<file path="src/rtl/addr_filt_pkg.sv">
// Shared types and constants for the receive address filter.
package addr_filt_pkg;

    // Acceptance mode bits; bit 0 is broadcast, bit 4 is promiscuous.
    typedef struct packed {
        logic promisc;
        logic allmulti;
        logic hash_en;
        logic uc_en;
        logic bc_en;
    } mode_t;

    localparam int MODE_W = $bits(mode_t);

    // Configuration register select values.
    localparam logic [3:0] CFG_STA_BASE  = 4'd0;
    localparam logic [3:0] CFG_HASH_BASE = 4'd8;
    localparam logic [3:0] CFG_MODE      = 4'd12;

    // Address class of a received destination.
    typedef enum logic [1:0] {
        CLS_UNICAST = 2'd0,
        CLS_GROUP   = 2'd1,
        CLS_BCAST   = 2'd2
    } addr_class_e;

endpackage

</file>
<file path="src/rtl/addr_filt_crc_step.sv">
// One byte of a big-endian CRC: eight shift stages, data taken LSB first.
// Assumes a purely combinational use; no state.
module addr_filt_crc_step #(
    parameter int          CRC_W = 32,
    parameter logic [31:0] POLY  = 32'h04C1_1DB7
) (
    input  logic [CRC_W-1:0] crc_i,
    input  logic [7:0]       data_i,
    output logic [CRC_W-1:0] crc_o
);
    logic [8:0][CRC_W-1:0] stage;

    assign stage[0] = crc_i;

    // One shift-and-conditional-xor stage per data bit.
    for (genvar g = 0; g < 8; g++) begin : g_bit
        logic fb;
        assign fb           = stage[g][CRC_W-1] ^ data_i[g];
        assign stage[g+1]   = {stage[g][CRC_W-2:0], 1'b0} ^ (fb ? POLY[CRC_W-1:0] : '0);
    end

    assign crc_o = stage[8];
endmodule

</file>
<file path="src/rtl/addr_filt_cfg.sv">
// Configuration registers: station address bytes, hash table words, mode.
// Assumes a single write port; reads are direct wire outputs.
module addr_filt_cfg
    import addr_filt_pkg::*;
#(
    parameter int ADDR_BYTES = 6,
    parameter int HASH_BITS  = 6,
    parameter int REG_W      = 16
) (
    input  logic                          clk,
    input  logic                          rst_n,
    input  logic                          cfg_wr,
    input  logic [3:0]                    cfg_addr,
    input  logic [REG_W-1:0]              cfg_wdata,
    output logic [ADDR_BYTES-1:0][7:0]    station_o,
    output logic [(1<<HASH_BITS)-1:0]     table_o,
    output mode_t                         mode_o
);
    localparam int TBL_W  = 1 << HASH_BITS;
    localparam int TBL_RG = TBL_W / REG_W;

    logic [ADDR_BYTES-1:0][7:0] sta_q;
    logic [TBL_RG-1:0][REG_W-1:0] tbl_q;
    mode_t mode_q;

    // Station address bytes, one register per byte.
    for (genvar b = 0; b < ADDR_BYTES; b++) begin : g_sta
        always_ff @(posedge clk) begin : p_sta
            if (!rst_n)
                sta_q[b] <= '0;
            else if (cfg_wr && cfg_addr == CFG_STA_BASE + 4'(b))
                sta_q[b] <= cfg_wdata[7:0];
        end
    end

    // Hash table words, lowest word holds the lowest table bits.
    for (genvar r = 0; r < TBL_RG; r++) begin : g_tbl
        always_ff @(posedge clk) begin : p_tbl
            if (!rst_n)
                tbl_q[r] <= '0;
            else if (cfg_wr && cfg_addr == CFG_HASH_BASE + 4'(r))
                tbl_q[r] <= cfg_wdata;
        end
    end

    // Acceptance mode bits.
    always_ff @(posedge clk) begin : p_mode
        if (!rst_n)
            mode_q <= '0;
        else if (cfg_wr && cfg_addr == CFG_MODE)
            mode_q <= mode_t'(cfg_wdata[MODE_W-1:0]);
    end

    assign station_o = sta_q;
    assign table_o   = tbl_q;
    assign mode_o    = mode_q;
endmodule

</file>
<file path="src/rtl/addr_filt_collect.sv">
// Gathers the destination address bytes after start-of-frame and runs the
// CRC alongside. Flags the beat carrying the last address byte and presents
// the complete address and CRC combinationally on that beat.
module addr_filt_collect #(
    parameter int          ADDR_BYTES = 6,
    parameter int          CRC_W      = 32,
    parameter logic [31:0] POLY       = 32'h04C1_1DB7
) (
    input  logic                       clk,
    input  logic                       rst_n,
    input  logic                       byte_valid,
    input  logic                       sof,
    input  logic [7:0]                 byte_data,
    output logic                       done_o,
    output logic [ADDR_BYTES-1:0][7:0] addr_o,
    output logic [CRC_W-1:0]           crc_o
);
    localparam int CNT_W = $clog2(ADDR_BYTES + 1);

    logic [CNT_W-1:0]           cnt_q;
    logic                       active_q;
    logic [ADDR_BYTES-1:0][7:0] addr_q;
    logic [CRC_W-1:0]           crc_q;
    logic [CRC_W-1:0]           crc_in;
    logic [CRC_W-1:0]           crc_nx;
    logic [CNT_W-1:0]           slot;
    logic                       take;

    // Which byte slot this beat fills, and whether it is taken at all.
    always_comb begin : p_slot
        if (sof) begin
            slot   = '0;
            crc_in = '1;
        end else begin
            slot   = cnt_q;
            crc_in = crc_q;
        end
        take = byte_valid && (sof || active_q);
    end

    addr_filt_crc_step #(.CRC_W(CRC_W), .POLY(POLY)) u_crc (
        .crc_i  (crc_in),
        .data_i (byte_data),
        .crc_o  (crc_nx)
    );

    // Byte counter and frame-active flag.
    always_ff @(posedge clk) begin : p_cnt
        if (!rst_n) begin
            cnt_q    <= '0;
            active_q <= 1'b0;
        end else if (take) begin
            cnt_q    <= slot + 1'b1;
            active_q <= (slot != CNT_W'(ADDR_BYTES - 1));
        end
    end

    // Running CRC register.
    always_ff @(posedge clk) begin : p_crc
        if (!rst_n)
            crc_q <= '1;
        else if (take)
            crc_q <= crc_nx;
    end

    // Address byte storage.
    for (genvar b = 0; b < ADDR_BYTES; b++) begin : g_addr
        always_ff @(posedge clk) begin : p_addr
            if (!rst_n)
                addr_q[b] <= '0;
            else if (take && slot == CNT_W'(b))
                addr_q[b] <= byte_data;
        end
    end

    // Full address including the byte on the current beat.
    always_comb begin : p_full
        addr_o = addr_q;
        for (int b = 0; b < ADDR_BYTES; b++)
            if (slot == CNT_W'(b))
                addr_o[b] = byte_data;
    end

    assign done_o = take && (slot == CNT_W'(ADDR_BYTES - 1));
    assign crc_o  = crc_nx;
endmodule

</file>
<file path="src/rtl/addr_filt_decide.sv">
// Classifies a complete address and registers the keep/drop verdict.
// Assumes done_i is high only on the beat carrying the last address byte.
module addr_filt_decide
    import addr_filt_pkg::*;
#(
    parameter int ADDR_BYTES = 6,
    parameter int HASH_BITS  = 6,
    parameter int CRC_W      = 32
) (
    input  logic                       clk,
    input  logic                       rst_n,
    input  logic                       done_i,
    input  logic [ADDR_BYTES-1:0][7:0] addr_i,
    input  logic [CRC_W-1:0]           crc_i,
    input  logic [ADDR_BYTES-1:0][7:0] station_i,
    input  logic [(1<<HASH_BITS)-1:0]  table_i,
    input  mode_t                      mode_i,
    output logic                       valid_o,
    output logic                       accept_o
);
    addr_class_e        cls;
    logic [HASH_BITS-1:0] idx;
    logic               hit_tbl;
    logic               hit_sta;
    logic               keep;

    // Address class and lookups.
    always_comb begin : p_class
        if (&addr_i)
            cls = CLS_BCAST;
        else if (addr_i[0][0])
            cls = CLS_GROUP;
        else
            cls = CLS_UNICAST;
        idx     = crc_i[HASH_BITS-1:0];
        hit_tbl = table_i[idx];
        hit_sta = (addr_i == station_i);
    end

    // Verdict from class and mode.
    always_comb begin : p_keep
        keep = 1'b0;
        if (mode_i.promisc)
            keep = 1'b1;
        else begin
            unique case (cls)
                CLS_BCAST:   keep = mode_i.bc_en;
                CLS_GROUP:   keep = mode_i.allmulti || (mode_i.hash_en && hit_tbl);
                default:     keep = mode_i.uc_en && hit_sta;
            endcase
        end
    end

    // Registered one-cycle verdict.
    always_ff @(posedge clk) begin : p_out
        if (!rst_n) begin
            valid_o  <= 1'b0;
            accept_o <= 1'b0;
        end else begin
            valid_o  <= done_i;
            accept_o <= done_i && keep;
        end
    end
endmodule

</file>
<file path="src/rtl/rx_addr_filter.sv">
// Receive destination address filter top. Collects six address bytes after
// start-of-frame, hashes them, and emits a one-cycle accept/reject verdict.
// Assumes configuration writes and frames may overlap; the verdict uses the
// configuration present on the beat of the last address byte.
module rx_addr_filter
    import addr_filt_pkg::*;
#(
    parameter int          ADDR_BYTES = 6,
    parameter int          HASH_BITS  = 6,
    parameter int          REG_W      = 16,
    parameter int          CRC_W      = 32,
    parameter logic [31:0] POLY       = 32'h04C1_1DB7
) (
    input  logic             clk,
    input  logic             rst_n,
    input  logic             byte_valid,
    input  logic             sof,
    input  logic [7:0]       byte_data,
    input  logic             cfg_wr,
    input  logic [3:0]       cfg_addr,
    input  logic [REG_W-1:0] cfg_wdata,
    output logic             decision_valid,
    output logic             accept
);
    localparam int TBL_W = 1 << HASH_BITS;

    logic [ADDR_BYTES-1:0][7:0] station_w;
    logic [TBL_W-1:0]           table_w;
    mode_t                      mode_w;
    logic                       done_w;
    logic [ADDR_BYTES-1:0][7:0] addr_w;
    logic [CRC_W-1:0]           crc_w;

    addr_filt_cfg #(.ADDR_BYTES(ADDR_BYTES), .HASH_BITS(HASH_BITS), .REG_W(REG_W)) u_cfg (
        .clk       (clk),
        .rst_n     (rst_n),
        .cfg_wr    (cfg_wr),
        .cfg_addr  (cfg_addr),
        .cfg_wdata (cfg_wdata),
        .station_o (station_w),
        .table_o   (table_w),
        .mode_o    (mode_w)
    );

    addr_filt_collect #(.ADDR_BYTES(ADDR_BYTES), .CRC_W(CRC_W), .POLY(POLY)) u_col (
        .clk        (clk),
        .rst_n      (rst_n),
        .byte_valid (byte_valid),
        .sof        (sof),
        .byte_data  (byte_data),
        .done_o     (done_w),
        .addr_o     (addr_w),
        .crc_o      (crc_w)
    );

    addr_filt_decide #(.ADDR_BYTES(ADDR_BYTES), .HASH_BITS(HASH_BITS), .CRC_W(CRC_W)) u_dec (
        .clk       (clk),
        .rst_n     (rst_n),
        .done_i    (done_w),
        .addr_i    (addr_w),
        .crc_i     (crc_w),
        .station_i (station_w),
        .table_i   (table_w),
        .mode_i    (mode_w),
        .valid_o   (decision_valid),
        .accept_o  (accept)
    );
endmodule

</file>
<file path="config.mk">
export PLATFORM = sky130hd
export DESIGN_NAME = rx_addr_filter
export DESIGN_NICKNAME = d
export VERILOG_FILES = /design/src/rtl/addr_filt_pkg.sv /design/src/rtl/addr_filt_crc_step.sv /design/src/rtl/addr_filt_cfg.sv /design/src/rtl/addr_filt_collect.sv /design/src/rtl/addr_filt_decide.sv /design/src/rtl/rx_addr_filter.sv
export SDC_FILE = /design/constraint.sdc
export NUM_CORES = 1
export LEC_CHECK = 0
export BUFFER_PORTS_ARGS = -buffer_cell sky130_fd_sc_hd__buf_2
export CAP_MARGIN = 20
export CORE_MARGIN = 2
export CORE_UTILIZATION = 65
export DETAILED_ROUTE_END_ITERATION = 7
export GPL_TIMING_DRIVEN = 0
export PLACE_DENSITY = 0.86
export SYNTH_ARGS = -nofsm -noshare
export SYNTH_HDL_FRONTEND = slang
export SYNTH_SLANG_ARGS = --single-unit
</file>
<file path="constraint.sdc">
create_clock -name clk -period 9.3 [get_ports clk]
set_input_delay 0.93 -clock clk [delete_from_list [all_inputs] [get_ports clk]]
set_output_delay 0.93 -clock clk [all_outputs]
set_load 0.1 [all_outputs]
</file>
### After elaboration in Yosys (flattened, before gate mapping)

Index checks and enable logic that the tools add are counted.

* bits in registers: 203
* input bits: 33
* output and inout bits: 2
* word-level logic and storage cells: 111

* add/sub/neg operators: 1
* magnitude comparators: 1
* equal/unequal tests: 19
* muxes and demuxes: 22
* bitwise logic cells: 16
* reductions and logical operators: 26

Operator list (count)
* bitwise XOR 32 x 27 -> 32 bit: 8
* 2-to-1 mux 27 bit: 8
* equality test 48 bit: 1
* 2-to-1 mux 8 bit: 6
* AND reduction 48 bit: 1
* 2-to-1 mux 32 bit: 1
* logical AND 1 bit: 21
* equality test 4 bit (second input constant): 5
* equality test 4 x 2 -> 1 bit (second input constant): 2
* equality test 4 x 3 -> 1 bit (second input constant): 2
* bitwise XOR 1 bit: 8
* < comparator 6 x 7 -> 1 bit (second input constant): 1
* binary-select mux 1 bit (select 6 bit): 1
* equality test 3 x 2 -> 1 bit (second input constant): 2
* equality test 3 bit (second input constant): 2
* equality test 4 x 1 -> 1 bit (second input constant): 1
* logical NOT 4 bit: 1
* adder 3 x 1 -> 3 bit (second input constant): 1
* equality test 3 x 1 -> 1 bit (second input constant): 1
* logical NOT 3 bit: 1
* 2-to-1 mux 1 bit: 3
* 2-to-1 mux 3 bit: 1
* != test 3 bit (second input constant): 1
* equality test 2 x 1 -> 1 bit (second input constant): 1
* other kinds (4): 5

### Depth between registers and ports, before layout

* word-level depth: 32
* mapped depth: 16
* gate-level depth less buffers: 14

### Hierarchy

Synthesis repeated with hierarchy kept, for this count alone.

* cells, all modules: 1081
* area total of the unflattened synthesis: 10719.0 um^2

Modules (own cells, without submodules)
* addr_filt_cfg: times used 1, cells each 416, area each 4324.1 um^2, sequential area each 2342.2 um^2
* addr_filt_collect: times used 1, cells each 457, area each 4125.2 um^2, sequential area each 1681.6 um^2
* addr_filt_decide: times used 1, cells each 142, area each 1338.8 um^2, sequential area each 40.0 um^2
* addr_filt_crc_step: times used 1, cells each 66, area each 930.9 um^2, sequential area each 0.0 um^2

### Worst setup path before layout

Ideal clock, no wire load.

* path kind: input -> register
* from: input sof
* to: register u_dec.accept_o
* library setup time: 0.123 ns
* arrival: 3.805 ns
* data required time: 9.177 ns
* slack: 5.372 ns
* stages on the path: 14
* buffers on the path: 5
* path through: buf_4 > clkbuf_1 > clkbuf_1 > nor2b_1 > ha_1 > clkbuf_1 > clkbuf_1 > nand2_1 > mux2i_1 > a2111oi_0 > nand4_1 > or3b_2 > o211ai_1 > a21boi_1

* word-level cells in the longest chain between the ends: 20
* elaborated cells on any way between the ends: 55
* classes of those cells: eq/ne (8); mux (22); bitwise (16); reduce/logical (9)

RTL lines
* start, declared: line rx_addr_filter.sv:17 `input logic sof,`
* 2-to-1 mux 32 bit: line addr_filt_collect.sv:31 `if (sof) begin`
* bitwise XOR 32 x 27 -> 32 bit or bitwise XOR 1 bit (tied branches): line addr_filt_crc_step.sv:19, addr_filt_crc_step.sv:18
* bitwise XOR 1 bit or 2-to-1 mux 27 bit (tied branches): line addr_filt_crc_step.sv:18, addr_filt_crc_step.sv:19
* 2-to-1 mux 27 bit or bitwise XOR 32 x 27 -> 32 bit (tied branches): line addr_filt_crc_step.sv:19 `assign stage[g+1] = {stage[g][CRC_W-2:0], 1'b0} ^ (fb ? POLY[CRC_W-1:0] : '0);`
* bitwise XOR 32 x 27 -> 32 bit (5 in a row): line addr_filt_crc_step.sv:19
* bitwise XOR 32 x 27 -> 32 bit or bitwise XOR 1 bit (tied branches): line addr_filt_crc_step.sv:19, addr_filt_crc_step.sv:18
* bitwise XOR 1 bit or 2-to-1 mux 27 bit (tied branches): line addr_filt_crc_step.sv:18, addr_filt_crc_step.sv:19
* 2-to-1 mux 27 bit or bitwise XOR 32 x 27 -> 32 bit (tied branches): line addr_filt_crc_step.sv:19
* bitwise XOR 32 x 27 -> 32 bit: line addr_filt_crc_step.sv:19
* binary-select mux 1 bit (select 6 bit): line addr_filt_decide.sv:36 `hit_tbl = table_i[idx];`
* 2-to-1 mux 1 bit (implied by the code): line addr_filt_decide.sv:36
* logical AND 1 bit: line addr_filt_decide.sv:48 `CLS_GROUP: keep = mode_i.allmulti || (mode_i.hash_en && hit_tbl);`
* logical OR 1 bit: line addr_filt_decide.sv:48
* one-hot mux 1 bit (2 select lines): line addr_filt_decide.sv:46 `unique case (cls)`
* 2-to-1 mux 1 bit: line addr_filt_decide.sv:43 `if (mode_i.promisc)`
* logical AND 1 bit *: line addr_filt_decide.sv:61 `accept_o <= done_i && keep;`
* end signal, assigned: line addr_filt_decide.sv:61
* end, declared: line addr_filt_decide.sv:19 `output logic accept_o`

Every way passes the cells marked *; elsewhere a longest branch is shown, timed or not. The select of a mux whose other input is x is not followed.
A chain may end at the register's enable or synchronous reset.

### Worst setup path after layout

Same ends and word-level chain as after synthesis.

==> results_dict.tcl <==
set metrics [dict create \
    wl_per_cell_microns 20.64 \
    r2r-start "u_col.cnt_q[2]$_SDFFE_PN0P_" \
    detail-route-antenna-nets 0 \
    crit_required_ns 9.73 \
    synthesis.area_sq_um 11070 \
    fmax_mhz 203.0 \
    numCtsBuffers 22 \
    status "finished clean" \
    core_sq_um 16640 \
    async_reset_ff_frac 0 \
    antenna_found_initial 0 \
    ys_ff_latch 203 \
    seq_area_frac_synth 0.3671 \
    drt-initial-drc-count 1214 \
    rsz0062_at_grt "no" \
    start_util 0.6651 \
    path_class "in -> reg" \
    synth_top_cells_by_count "254 x nand2_1, 203 x dfxtp_1, 114 x mux2i_1, 111 x a21boi_0, 93 x xnor2_1" \
    finalSetupViolations 0 \
    syn_area_per_cell_sq_um 8.695 \
    track_usage 0.3570 \
    totalWireLength_microns 32090 \
    sw_frac_of_total 0.2949 \
    syn_inst 1273 \
    cap_viol_max_count 0 \
    power_density_nw_per_um2 181.8 \
    grt_pass1_wl_microns 50430 \
    clkTransAtPathRegs_ns 0.06 \
    cts_sinks 203 \
    clk_path_buf_depth 3 \
    post_cts_buffers 0 \
    drive_gt1_frac 0.07715 \
    worst_setup_path_start_kind "primary input" \
    setup_slack_ns 4.374 \
    hold_path_depth 2 \
    ios 35 \
    maxSlewHeadroom 0.4148 \
    finalHoldViolCount 0 \
    hold_path_class "reg -> reg" \
    vias_per_cell 6.233 \
    cts_resized 0 \
    post_dp_cell_area_sq_um 11460 \
    worstPathArrival_ns 5.36 \
    vdd_ir_drop_max_mv 0.1910 \
    p_sw_mw 0.6514 \
    yosysTopAreaCellShare 0.3671 \
    fin_nets 1359 \
    rows 47 \
    io_buffers 22 \
    pwr-share-comb 0.205 \
    slew_violations 0 \
    intPower_mw 1.558 \
    synth_area_leaders "dfxtp_1 37%, mux2i_1 10%, nand2_1 8.6%, a21boi_0 7.5%, xnor2_1 7.4%" \
    insertedDiodeCount 0 \
    reg2regPathDepth 15 \
    clk_latency_ns 0.53 \
    cts_tree "built" \
    min_period_ns 4.926 \
    grt_pass1_vias 9210 \
    fin_cells 1555 \
    synth_edf_count 0 \
    dp_cells 1516 \
    clkPwrFrac 0.379 \
    gp_congestion 0.9933 \
    synth_cell_types 73 \
    seqPwrFrac 0.416 \
    postLayoutCellArea_sq_um 12150 \
    grt_overflow 0 \
    r2r_end "u_dec.accept_o$_SDFF_PN0_" \
    tightestPinTransition_ns 0.8746 \
    area_delta_synth_final_pct 9.743 \
    whs_endpoint "u_cfg.table_o[24]$_SDFFE_PN0P_" \
    leakage_nw 4.402 \
    crit_path_max_fanout 10 \
    drc 0 \
    die_w_microns 134.5 \
    die_area_sq_um 18090 \
    hpwlAfterDp_microns 22820 \
    place_worst_setup_slack_ns 4.034 \
    r2r_slack_ns 5.53 \
    root_buffer "clkbuf_16" \
    fin_crit_sh 0.5296 \
    clock_skew_ns 0.02254 \
    synth_flop_cell "dfxtp_1" \
    min_from "u_cfg.table_o[24]$_SDFFE_PN0P_" \
    cts.htree.levels 1 \
    vias 9693 \
    synth_largest_area_cell "dfxtp_1" \
    die_h_microns 134.5 \
    yosysMostFrequentCell "nand2_1" \
    grt_max_degree 13 \
    dr.pass1.iters 5 \
    tns_ns 0 \
    cts_hold_buf 0 \
    endpoint_kind "flip-flop" \
    synth_nets 1311 \
    yosysWarnings 0 \
]
[critical path, stage by stage]
cell and delay (ns):
buf_2 0.22, buf_4 0.24, clkbuf_1 0.38, clkbuf_1 0.46, nor2b_1 0.19, inv_1 0.12
ha_1 0.36, clkbuf_1 0.45, a21boi_0 0.32, or3_1 0.40, a221o_1 0.31, nor4_1 0.22
nand4_1 0.13, o21ai_1 0.27, o211ai_1 0.14, a21boi_1 0.22
[layout by cell type (no fill, tap or decap), types with 12 or more instances in the layout]
cell type  count
clkbuf_1      77
nand2_1      254
a21boi_0     111
o211ai_1      37
xnor2_1       93
o21ai_0       16
buf_2         31
nand3_1       40
dfxtp_1      203
nor2b_1       65
mux2i_1      114
clkbuf_16     22
nor4_1        12
a21oi_1       20
xor2_1        20
nor2_1        50
[registers in the layout, summed over array words and instances, names as in the netlist]
signal and flops:
u_dec.valid_o 1, u_col.cnt_q 3, u_dec.accept_o 1, u_cfg.station_o 48, u_col.addr_q 48, u_cfg.mode_o 5
u_cfg.table_o 64, u_col.crc_q 32, u_col.active_q 1
[cell families after synthesis]
family | Yosys count | share of synthesized area
flip-flops | 203 | 0.3671
buffers and inverters | 105 | 0.04024
adder cells (fa/ha/maj) | 5 | 0.005652
multiplexers | 124 | 0.1221
AO/OA/AOI/OAI | 227 | 0.1464
XOR/XNOR | 125 | 0.1125
AND/OR/NAND/NOR | 484 | 0.2061
[power groups by stage]
stage	clock network, mW	registers [mW]	logic, mW
floorplan	0	0.931	0.338
global placement	0	0.935	0.431
detailed placement	0	0.936	0.440
CTS	0.836	0.918	0.443
global route	0.869	0.921	0.480
finish	0.838	0.919	0.452
[stage by stage]
stage	total power [mW]	util	hold WS (ns)
global route	2.270	0.7299	0.4844
finish	2.209	0.7299	0.4577
global placement	1.366	0.6883	0.4467
detailed placement	1.376	0.6886	0.4537
floorplan	1.268	-	0.4386
CTS	2.197	0.7295	0.4616
[worst max-delay path by stage]
stage | from | cells after the start | endpoint | slack, ns
2_1_floorplan | sof | 14 | u_dec.accept_o$_SDFF_PN0_ | 5.37
3_3_place_gp | sof | 16 | u_dec.accept_o$_SDFF_PN0_ | 4.07
3_5_place_dp | sof | 16 | u_dec.accept_o$_SDFF_PN0_ | 4.03
4_1_cts | sof | 16 | u_dec.accept_o$_SDFF_PN0_ | 4.51
5_1_grt | sof | 16 | u_dec.accept_o$_SDFF_PN0_ | 4.22
6_report | sof | 16 | u_dec.accept_o$_SDFF_PN0_ | 4.37
[cell type report]
| type | count | area (sq um) |
|---|---|---|
| clock inverters | 4 | 45.04 |
| well taps | 220 | 275.3 |
| flip-flops and latches | 203 | 4064 |
| multi-input cells | 965 | 6560 |
| clock buffers | 34 | 635.6 |
| repair buffers | 24 | 122.6 |
| plain buffers | 94 | 404.1 |
| fillers | 1260 | 4494 |
| inverters | 11 | 41.29 |
[per-layer routing]
| metal | global-route usage | vias to the layer above | wire (microns) |
|---|---|---|---|
| li1 | - | 4467 | - |
| met1 | 0.5016 | 4595 | 13390 |
| met2 | 0.5658 | 538 | 14420 |
| met3 | 0.05631 | 93 | 3280 |
| met4 | 0.1175 | 0 | 1004 |
| met5 | 0 | - | 0 |
Note: power is estimated with default switching activity, not from simulation.
